### src/rtl/nand_pgm_pkg.sv
package nand_pgm_pkg;

    localparam int COL_BITS    = 16;
    localparam int ROW_BITS    = 24;
    localparam int ADDR_CYCLES = 5;

    localparam logic [7:0] OP_PROG_SETUP = 8'h80;
    localparam logic [7:0] OP_PROG_CONF  = 8'h10;
    localparam logic [7:0] OP_READ_STAT  = 8'h70;

    typedef enum logic [3:0] {
        S_IDLE,
        S_CMD,
        S_ADDR,
        S_DREQ,
        S_DWAIT,
        S_DSTB,
        S_CONF,
        S_TWB,
        S_POLL,
        S_STAT,
        S_RDLO,
        S_RDHI,
        S_FIN
    } seq_state_t;

    typedef enum logic [1:0] {
        WP_IDLE,
        WP_LOW,
        WP_HIGH
    } we_phase_t;

    typedef struct packed {
        logic [COL_BITS-1:0] col;
        logic [ROW_BITS-1:0] row;
    } page_addr_t;

    function automatic int imax(input int a, input int b);
        return (a > b) ? a : b;
    endfunction

    // Address byte order: column low, column high, row low, row mid, row high
    function automatic logic [7:0] addr_byte(input page_addr_t a, input logic [2:0] idx);
        logic [7:0] r;
        case (idx)
            3'd0:    r = a.col[7:0];
            3'd1:    r = a.col[15:8];
            3'd2:    r = a.row[7:0];
            3'd3:    r = a.row[15:8];
            default: r = a.row[23:16];
        endcase
        return r;
    endfunction

endpackage

### src/rtl/nps_we_engine.sv
module nps_we_engine
    import nand_pgm_pkg::*;
#(
    parameter int LOW_CYC  = 2,
    parameter int HIGH_CYC = 2,
    parameter int CW       = 8
) (
    input  logic clk,
    input  logic rst,
    input  logic go,
    output logic we_n,
    output logic idle,
    output logic fin
);

    localparam logic [CW-1:0] LOW_LAST  = CW'(LOW_CYC - 1);
    localparam logic [CW-1:0] HIGH_LAST = CW'(HIGH_CYC - 1);

    we_phase_t     phase;
    logic [CW-1:0] cnt;

    always_ff @(posedge clk) begin
        if (rst) begin
            phase <= WP_IDLE;
            cnt   <= '0;
        end else begin
            case (phase)
                WP_IDLE: begin
                    if (go) begin
                        phase <= WP_LOW;
                        cnt   <= LOW_LAST;
                    end
                end
                WP_LOW: begin
                    if (cnt == '0) begin
                        phase <= WP_HIGH;
                        cnt   <= HIGH_LAST;
                    end else begin
                        cnt <= cnt - 1'b1;
                    end
                end
                WP_HIGH: begin
                    if (cnt == '0) begin
                        phase <= WP_IDLE;
                    end else begin
                        cnt <= cnt - 1'b1;
                    end
                end
                default: phase <= WP_IDLE;
            endcase
        end
    end

    assign we_n = (phase != WP_LOW);
    assign idle = (phase == WP_IDLE);
    assign fin  = (phase == WP_HIGH) && (cnt == '0);

endmodule

### src/rtl/nps_delay.sv
module nps_delay #(
    parameter int CW = 8
) (
    input  logic          clk,
    input  logic          rst,
    input  logic          load,
    input  logic [CW-1:0] len,
    output logic          expire
);

    logic          run;
    logic [CW-1:0] cnt;

    always_ff @(posedge clk) begin
        if (rst) begin
            run <= 1'b0;
            cnt <= '0;
        end else if (load) begin
            run <= 1'b1;
            cnt <= len - 1'b1;
        end else if (run) begin
            if (cnt == '0) begin
                run <= 1'b0;
            end else begin
                cnt <= cnt - 1'b1;
            end
        end
    end

    assign expire = run && (cnt == '0);

endmodule

### src/rtl/nand_pgm_seq.sv
module nand_pgm_seq
    import nand_pgm_pkg::*;
#(
    parameter int PAGE_BYTES = 2048,
    parameter int T_WE_LOW   = 2,
    parameter int T_WE_HIGH  = 2,
    parameter int T_DS       = 2,
    parameter int T_WB       = 4,
    parameter int T_RE_LOW   = 2,
    parameter int TW         = 8
) (
    input  logic                clk,
    input  logic                rst,
    input  logic                start,
    input  logic [COL_BITS-1:0] col_addr,
    input  logic [ROW_BITS-1:0] row_addr,
    output logic                busy,
    output logic                done,
    output logic                pass,
    output logic                byte_req,
    input  logic                byte_done,
    input  logic [7:0]          byte_in,
    output logic                nand_ce_n,
    output logic                nand_cle,
    output logic                nand_ale,
    output logic                nand_we_n,
    output logic                nand_re_n,
    output logic [7:0]          nand_dq_out,
    output logic                nand_dq_oe,
    input  logic [7:0]          nand_dq_in,
    input  logic                nand_rb_n
);

    localparam int            LOW_CYC   = imax(T_WE_LOW, T_DS);
    localparam int            CNT_W     = (PAGE_BYTES > 1) ? $clog2(PAGE_BYTES) : 1;
    localparam logic [CNT_W-1:0] LAST_BYTE = CNT_W'(PAGE_BYTES - 1);
    localparam logic [2:0]    ADDR_LAST = 3'(ADDR_CYCLES - 1);

    seq_state_t       state, nxt;
    page_addr_t       addr_q;
    logic [2:0]       addr_idx;
    logic [CNT_W-1:0] byte_cnt;
    logic [7:0]       data_q;
    logic             pass_q;
    logic [1:0]       rb_sync;
    logic             rb_ready;

    logic             strobe_state;
    logic             eng_go, eng_idle, eng_fin;
    logic             tmr_load, tmr_exp;
    logic [TW-1:0]    tmr_len;

    // ready/busy crosses in from the device: two-flop synchroniser
    always_ff @(posedge clk) begin
        if (rst) begin
            rb_sync <= 2'b11;
        end else begin
            rb_sync <= {rb_sync[0], nand_rb_n};
        end
    end
    assign rb_ready = rb_sync[1];

    assign strobe_state = (state == S_CMD) || (state == S_ADDR) || (state == S_DSTB) ||
                          (state == S_CONF) || (state == S_STAT);
    assign eng_go = strobe_state && eng_idle;

    nps_we_engine #(
        .LOW_CYC (LOW_CYC),
        .HIGH_CYC(T_WE_HIGH),
        .CW      (TW)
    ) u_we (
        .clk (clk),
        .rst (rst),
        .go  (eng_go),
        .we_n(nand_we_n),
        .idle(eng_idle),
        .fin (eng_fin)
    );

    nps_delay #(
        .CW(TW)
    ) u_dly (
        .clk   (clk),
        .rst   (rst),
        .load  (tmr_load),
        .len   (tmr_len),
        .expire(tmr_exp)
    );

    always_comb begin
        nxt      = state;
        tmr_load = 1'b0;
        tmr_len  = '0;
        case (state)
            S_IDLE:  if (start) nxt = S_CMD;
            S_CMD:   if (eng_fin) nxt = S_ADDR;
            S_ADDR:  if (eng_fin && addr_idx == ADDR_LAST) nxt = S_DREQ;
            S_DREQ:  nxt = S_DWAIT;
            S_DWAIT: if (byte_done) nxt = S_DSTB;
            S_DSTB: begin
                if (eng_fin) nxt = (byte_cnt == LAST_BYTE) ? S_CONF : S_DREQ;
            end
            S_CONF: begin
                if (eng_fin) begin
                    nxt      = S_TWB;
                    tmr_load = 1'b1;
                    tmr_len  = TW'(T_WB);
                end
            end
            S_TWB:   if (tmr_exp) nxt = S_POLL;
            S_POLL:  if (rb_ready) nxt = S_STAT;
            S_STAT: begin
                if (eng_fin) begin
                    nxt      = S_RDLO;
                    tmr_load = 1'b1;
                    tmr_len  = TW'(T_RE_LOW);
                end
            end
            S_RDLO: begin
                if (tmr_exp) begin
                    nxt      = S_RDHI;
                    tmr_load = 1'b1;
                    tmr_len  = TW'(T_WE_HIGH);
                end
            end
            S_RDHI:  if (tmr_exp) nxt = S_FIN;
            S_FIN:   nxt = S_IDLE;
            default: nxt = S_IDLE;
        endcase
    end

    always_ff @(posedge clk) begin
        if (rst) begin
            state    <= S_IDLE;
            addr_q   <= '0;
            addr_idx <= '0;
            byte_cnt <= '0;
            data_q   <= '0;
            pass_q   <= 1'b0;
        end else begin
            state <= nxt;
            if (state == S_IDLE && start) begin
                addr_q   <= '{col: col_addr, row: row_addr};
                addr_idx <= '0;
                byte_cnt <= '0;
            end
            if (state == S_ADDR && eng_fin) begin
                addr_idx <= addr_idx + 1'b1;
            end
            if (state == S_DWAIT && byte_done) begin
                data_q <= byte_in;
            end
            if (state == S_DSTB && eng_fin) begin
                byte_cnt <= byte_cnt + 1'b1;
            end
            if (state == S_RDLO && tmr_exp) begin
                pass_q <= ~nand_dq_in[0];
            end
        end
    end

    always_comb begin
        case (state)
            S_CMD:   nand_dq_out = OP_PROG_SETUP;
            S_ADDR:  nand_dq_out = addr_byte(addr_q, addr_idx);
            S_DSTB:  nand_dq_out = data_q;
            S_CONF:  nand_dq_out = OP_PROG_CONF;
            S_STAT:  nand_dq_out = OP_READ_STAT;
            default: nand_dq_out = 8'h00;
        endcase
    end

    assign nand_dq_oe = strobe_state;
    assign nand_cle   = (state == S_CMD) || (state == S_CONF) || (state == S_STAT);
    assign nand_ale   = (state == S_ADDR);
    assign nand_re_n  = (state != S_RDLO);
    assign nand_ce_n  = (state == S_IDLE);
    assign byte_req   = (state == S_DREQ);
    assign busy       = (state != S_IDLE);
    assign done       = (state == S_FIN);
    assign pass       = pass_q;

endmodule

### config.mk
export PLATFORM = sky130hd
export DESIGN_NAME = nand_pgm_seq
export DESIGN_NICKNAME = d
export VERILOG_FILES = /design/src/rtl/nand_pgm_pkg.sv /design/src/rtl/nps_we_engine.sv /design/src/rtl/nps_delay.sv /design/src/rtl/nand_pgm_seq.sv
export SDC_FILE = /design/constraint.sdc
export NUM_CORES = 1
export LEC_CHECK = 0
export ABC_AREA = 1
export BUFFER_PORTS_ARGS = -buffer_cell sky130_fd_sc_hd__buf_2
export CAP_MARGIN = 20
export CELL_PAD_IN_SITES_DETAIL_PLACEMENT = 1
export CELL_PAD_IN_SITES_GLOBAL_PLACEMENT = 1
export CORE_MARGIN = 3
export CORE_UTILIZATION = 43
export DETAILED_ROUTE_END_ITERATION = 12
export PLACE_DENSITY = 0.87
export SLEW_MARGIN = 20
export SYNTH_ARGS = -nofsm -noshare
export SYNTH_HDL_FRONTEND = slang
export SYNTH_HIERARCHICAL = 1
export SYNTH_SLANG_ARGS = --single-unit
### constraint.sdc
create_clock -name clk -period 5.4 [get_ports clk]
set_clock_uncertainty 0.1 [all_clocks]
set_input_delay 1.08 -clock clk [delete_from_list [all_inputs] [get_ports clk]]
set_output_delay 1.08 -clock clk [all_outputs]
set_load 0.1 [all_outputs]
======== After elaboration in Yosys (flattened, before gate mapping) ========
Cells that the tools add are included.
word-level totals
  bits in registers ....................... 88
  word-level logic and storage cells ...... 125
  output and inout port bits .............. 18
operators by class
  reductions and logical operators ........ 30
  muxes and demuxes ....................... 40
  equal/unequal tests ..................... 37
  bitwise operators ....................... 1
  add/subtract/negate cells ............... 5
operators by type and width
  cell                                                                     count
  8-bit two-way mux                                                        6
  4-bit one-hot mux with 12 select lines                                   1
  4-bit two-way mux                                                        11
  8-bit one-hot mux with 5 select lines                                    1
  8-bit one-hot mux with 4 select lines                                    1
  2-bit inequality test, second input constant                             14
  8-bit one-hot mux with 3 select lines                                    1
  11-bit two-way mux                                                       2
  4-bit == test, second input constant                                     5
  4-bit by 3-bit == test with 1-bit output, second input constant          4
  8-bit logical NOT                                                        2
  8-bit by 1-bit subtractor with 8-bit output, second input constant       2
  3-bit two-way mux                                                        4
  11-bit by 1-bit adder with 11-bit output, second input constant          1
  11-bit == test, second input constant                                    1
  11-bit AND reduction                                                     1
  2-bit two-way mux                                                        5
  1-bit logical AND                                                        9
  3-bit one-hot mux with 3 select lines                                    1
  4-bit by 2-bit == test with 1-bit output, second input constant          2
  3-bit by 2-bit == test with 1-bit output, second input constant          2
  1-bit logical OR                                                         6
  2-bit by 1-bit inequality test with 1-bit output, second input constant  3
  2-bit one-hot mux with 3 select lines                                    1
  20 further kinds                                                         27

======== Depth between registers and ports, before layout ========
  depth in word-level cells ............... 8
  gate-level depth with buffers ........... 18
  gate-level depth less buffers ........... 18

======== By module ========
The synthesis kept the hierarchy.
modules (own cells, without submodules)
  module         times used  cells an instance  area each (sq um)  seq. area each (sq um)
  nand_pgm_seq   1           462                3269.4             1381.3
  nps_we_engine  1           101                665.6              200.2
  nps_delay      1           110                659.4              180.2

======== Least setup slack after synthesis ========
No wires, ideal clock.
  path kind ............................... reg-to-output
  start ................................... register state[1]
  end ..................................... output port nand_dq_out[0]
  setup slack ............................. 1333 ps
  data arrival time ....................... 2887 ps
  cell stages (with the launch flop) ...... 7
  path through ............................ dfxtp_1 inv_1 nor2_2 inv_1 nor2_4 o21ai_0 o22ai_1
on the way
  longest elaborated chain between the ends .. 2
  elaborated cells between the ends (all ways) .. 6
  classes of those cells .................. eq/ne: 5; mux: 1
ends and longest elaborated chain
  what                                      line                 RTL
  start: declaration                        nand_pgm_seq.sv:39   seq_state_t state, nxt;
  start signal: assignment                  nand_pgm_seq.sv:141  state <= nxt;
  4-bit by 2-bit == test with 1-bit output  --
  via nand_ale                              nand_pgm_seq.sv:25   output logic nand_ale,
  8-bit one-hot mux with 5 select lines     nand_pgm_seq.sv:163  case (state)
  end: declaration                          nand_pgm_seq.sv:28   output logic [7:0] nand_dq_out,
The timed path passes the listed nets, and every way through them passes these cells.

======== Worst setup path in the final report ========
  start ................................... register addr_idx[2]
  end ..................................... output port nand_dq_out[3]
on the way
  longest elaborated chain between the ends .. 3
  elaborated cells between the ends (all ways) .. 6
  classes of those cells .................. eq/ne: 3; mux: 2; reduce/logical: 1
ends and longest elaborated chain
  what                                                              line                 RTL
  start: declaration                                                nand_pgm_seq.sv:41   logic [2:0] addr_idx;
  start signal: assignment                                          nand_pgm_seq.sv:148  addr_idx <= addr_idx + 1'b1;
  3-bit by 2-bit == test with 1-bit output (tied with other cells)  nand_pgm_pkg.sv:45   case (idx)
  8-bit one-hot mux with 4 select lines *                           nand_pgm_pkg.sv:45
  8-bit one-hot mux with 5 select lines *                           nand_pgm_seq.sv:163
Every way passes the cells marked *; elsewhere a longest branch is shown, timed or not.

==> flow_summary.toml <==
[run_status]
outcome = "complete, no violations"

[power_and_ir_drop]
swShare = 0.4836
p_switching_mw = 1.204
seqPwrFrac = 0.337
p_per_area_nw_per_um2 = 476.1
ir_drop_v = 0.0002082
leakage_nw = 2.298
internal_power_mw = 1.286
share_comb_of_total_power = 0.470
clock_power_share = 0.193

[floorplanning]
die_area_um2 = 11960
rows = 37
die_w_um = 109.4
ioPinCount = 79
start_util = 0.4431
coreArea_um2 = 10370
chipHeight_um = 109.4

[timing]
setup_tns_ns = 0
relSlewSlack = 0.5499
tightestPinTransition_ns = 0.6752
setup_ws_ns = 1.699
fin_crit_sh = 0.6854
period_minus_slack_ns = 3.701
setup_viol_count_final = 0
finalHoldViolCount = 0
slew_violations = 0
hold_ws_ns = 0.3205
fmax_mhz = 270.2
rsz0062_at_grt = "no"

[cts]
cts_root_buf = "clkbuf_8"
cts_tree = "done"
cts_setup_buffers = 0
cts-hold-fix-buffers = 0
clk_pin_slew_worst_paths_ns = 0.10
htree_levels = 3
clock_latency_ns = 0.37
cts_resized = 0
cts_buffers = 9
cts_max_path_buffers = 2
cts.sinks = 88

[route]
drc = 0
wl_per_cell_um = 15.30
met1_length_um = 6129
viasPerCell = 5.224
dr_wl_met2_um = 6641
wl_met3_um = 547
drtIter0Drc = 194
highest_layer = "met4"
ant_nets = 0
dr.pass1.iters = 4
routed_wl_um = 13510
routed-via-count = 4613

[worst_setup_path]
critPathKind = "reg2out"
worstSetupEndpointType = "output port"
reg2reg_from = "u_we/cnt[0]$_SDFFE_PP0P_"
r2r_slack_ns = 2.51
critical_path_peak_fanout = 11
crit_arrival_ns = 2.52
r2r-end = "u_dly/cnt[4]$_SDFFE_PP0P_"
startpoint = "addr_idx[2]$_SDFFE_PP0P_"
endpoint = "nand_dq_out[3]"
startpoint_type = "flop"
critPathRequiredTime_ns = 4.22
r2r.worst_path.cells = 17

[global_route]
grt_overflow = 0
grt_usage = 0.2303
grt_max_degree = 77
grt_pass1_vias = 4613
antenna_found_initial = 0
grt_pass1_wl_um = 21650

[yosys]
synth_cells = 673
synth_cell_types = 35
ys_ff_latch = 88
yosysSeqAreaShare = 0.3834
avgSynthCellArea_um2 = 6.827
synth.top_cell.area_share = 0.3834
yosys-top-cells-area = "dfxtp_1, nand2_1, inv_1"
yosys.area.top_type = "dfxtp_1"
netlist_area_um2 = 4594
yosys_warnings = 6

[finish]
fillers = 1426
final_common_cell = "nand2_1"
finalNonFillerCells = 883
final_core_util = 0.5045
num_antenna_cells = 0
most-common-layout-cells = "nand2_1, inv_1, dfxtp_1"
synthToLayoutAreaGrowth_pct = 13.86
nets = 816
drive_above_1_share = 0.1647

[place]
gp_congestion = 0.8711
portBuffers = 71
placed_cells = 867
place_hpwl_um = 10130
place_ws_ns = 2.142

[run]
cap_viol_max_count = 0

[worst_hold_path]
min_path_type = "reg2reg"
[cell usage after synthesis, drive strengths merged]
library cell	n
nand3	45
or2	4
xor2	2
buf	10
o21ai	80
xnor2	1
o21bai	3
inv	115
conb	1
nor4	1
clkbuf	11
nor3	4
dfxtp	88
nor2	69
o21a	2
nand2	122
o211ai	1
o22ai	13
nor3b	1
and2	1
ha	13
a21oi	81
nand3b	1
o221ai	4
[metrics by stage]
step           area (µm²)  total power [mW]
2_1_floorplan        4613             1.784
3_3_place_gp         5032             1.954
5_1_grt              5231             2.660
3_5_place_dp         5032             2.015
4_1_cts              5231             2.503
6_report             5231             2.491
[sequential cells by signal (all words and copies together), names as in the netlist, 2 cells and up]
register    flops
state           4
byte_cnt       11
data_q          8
u_we/phase      2
rb_sync         2
addr_idx        3
addr_q         40
u_we/cnt        8
u_dly/cnt       8
[final cells by class]
type,instances,area [µm²],area share
Multi-Input combinational cell,454,2291,0.4379
Clock buffer,9,123.9,0.02368
Sequential cell,88,1762,0.3368
Inverter,115,431.7,0.08252
Tap cell,136,170.2,0.03253
Clock inverter,7,75.07,0.01435
Timing Repair Buffer,74,377.9,0.07223
[cell families (layout without fill, tap and decap cells)]
family | Yosys count | after routing | share of synthesized area
compound gates | 184 | 184 | 0.2154
xor+xnor | 3 | 3 | 0.005720
fa+ha+maj | 13 | 13 | 0.03540
buf+inv | 136 | 205 | 0.1220
flops | 88 | 88 | 0.3834
other cells | 1 | 6 | 0.0008162
simple gates | 248 | 248 | 0.2372
[critical path: stages (launching register included)]
cell	delay (ns)
dfxtp_1	0.44
inv_1	0.33
nand2_1	0.31
o22ai_1	0.28
nor2_1	0.11
o22ai_1	0.19
buf_2	0.47
[power by group through the flow]
| stage | combinational, mW | sequential (mW) | clock (mW) |
|---|---|---|---|
| 3_3_place_gp | 1.11 | 0.847 | 0 |
| 6_report | 1.17 | 0.840 | 0.480 |
| 2_1_floorplan | 0.947 | 0.836 | 0 |
| 4_1_cts | 1.17 | 0.840 | 0.492 |
| 3_5_place_dp | 1.16 | 0.855 | 0 |
| 5_1_grt | 1.29 | 0.855 | 0.518 |
[metal layers]
metal | global-route usage | vias to the layer above
met1 | 0.2920 | 2204
met5 | 0 | -
met4 | 0.06411 | 0
li1 | - | 2302
met3 | 0.04463 | 18
met2 | 0.3984 | 89
[worst min-delay path by stage]
stage,start,cells after the start,slack [ns],endpoint
floorplan,rb_sync[0]$_SDFF_PP1_,1,0.29,rb_sync[1]$_SDFF_PP1_
global placement,rb_sync[0]$_SDFF_PP1_,1,0.29,rb_sync[1]$_SDFF_PP1_
detailed placement,rb_sync[0]$_SDFF_PP1_,1,0.31,rb_sync[1]$_SDFF_PP1_
CTS,rb_sync[0]$_SDFF_PP1_,1,0.33,rb_sync[1]$_SDFF_PP1_
global route,rb_sync[0]$_SDFF_PP1_,1,0.34,rb_sync[1]$_SDFF_PP1_
finish,rb_sync[0]$_SDFF_PP1_,1,0.32,rb_sync[1]$_SDFF_PP1_
No activity file was read; power rests on OpenSTA's default activity.
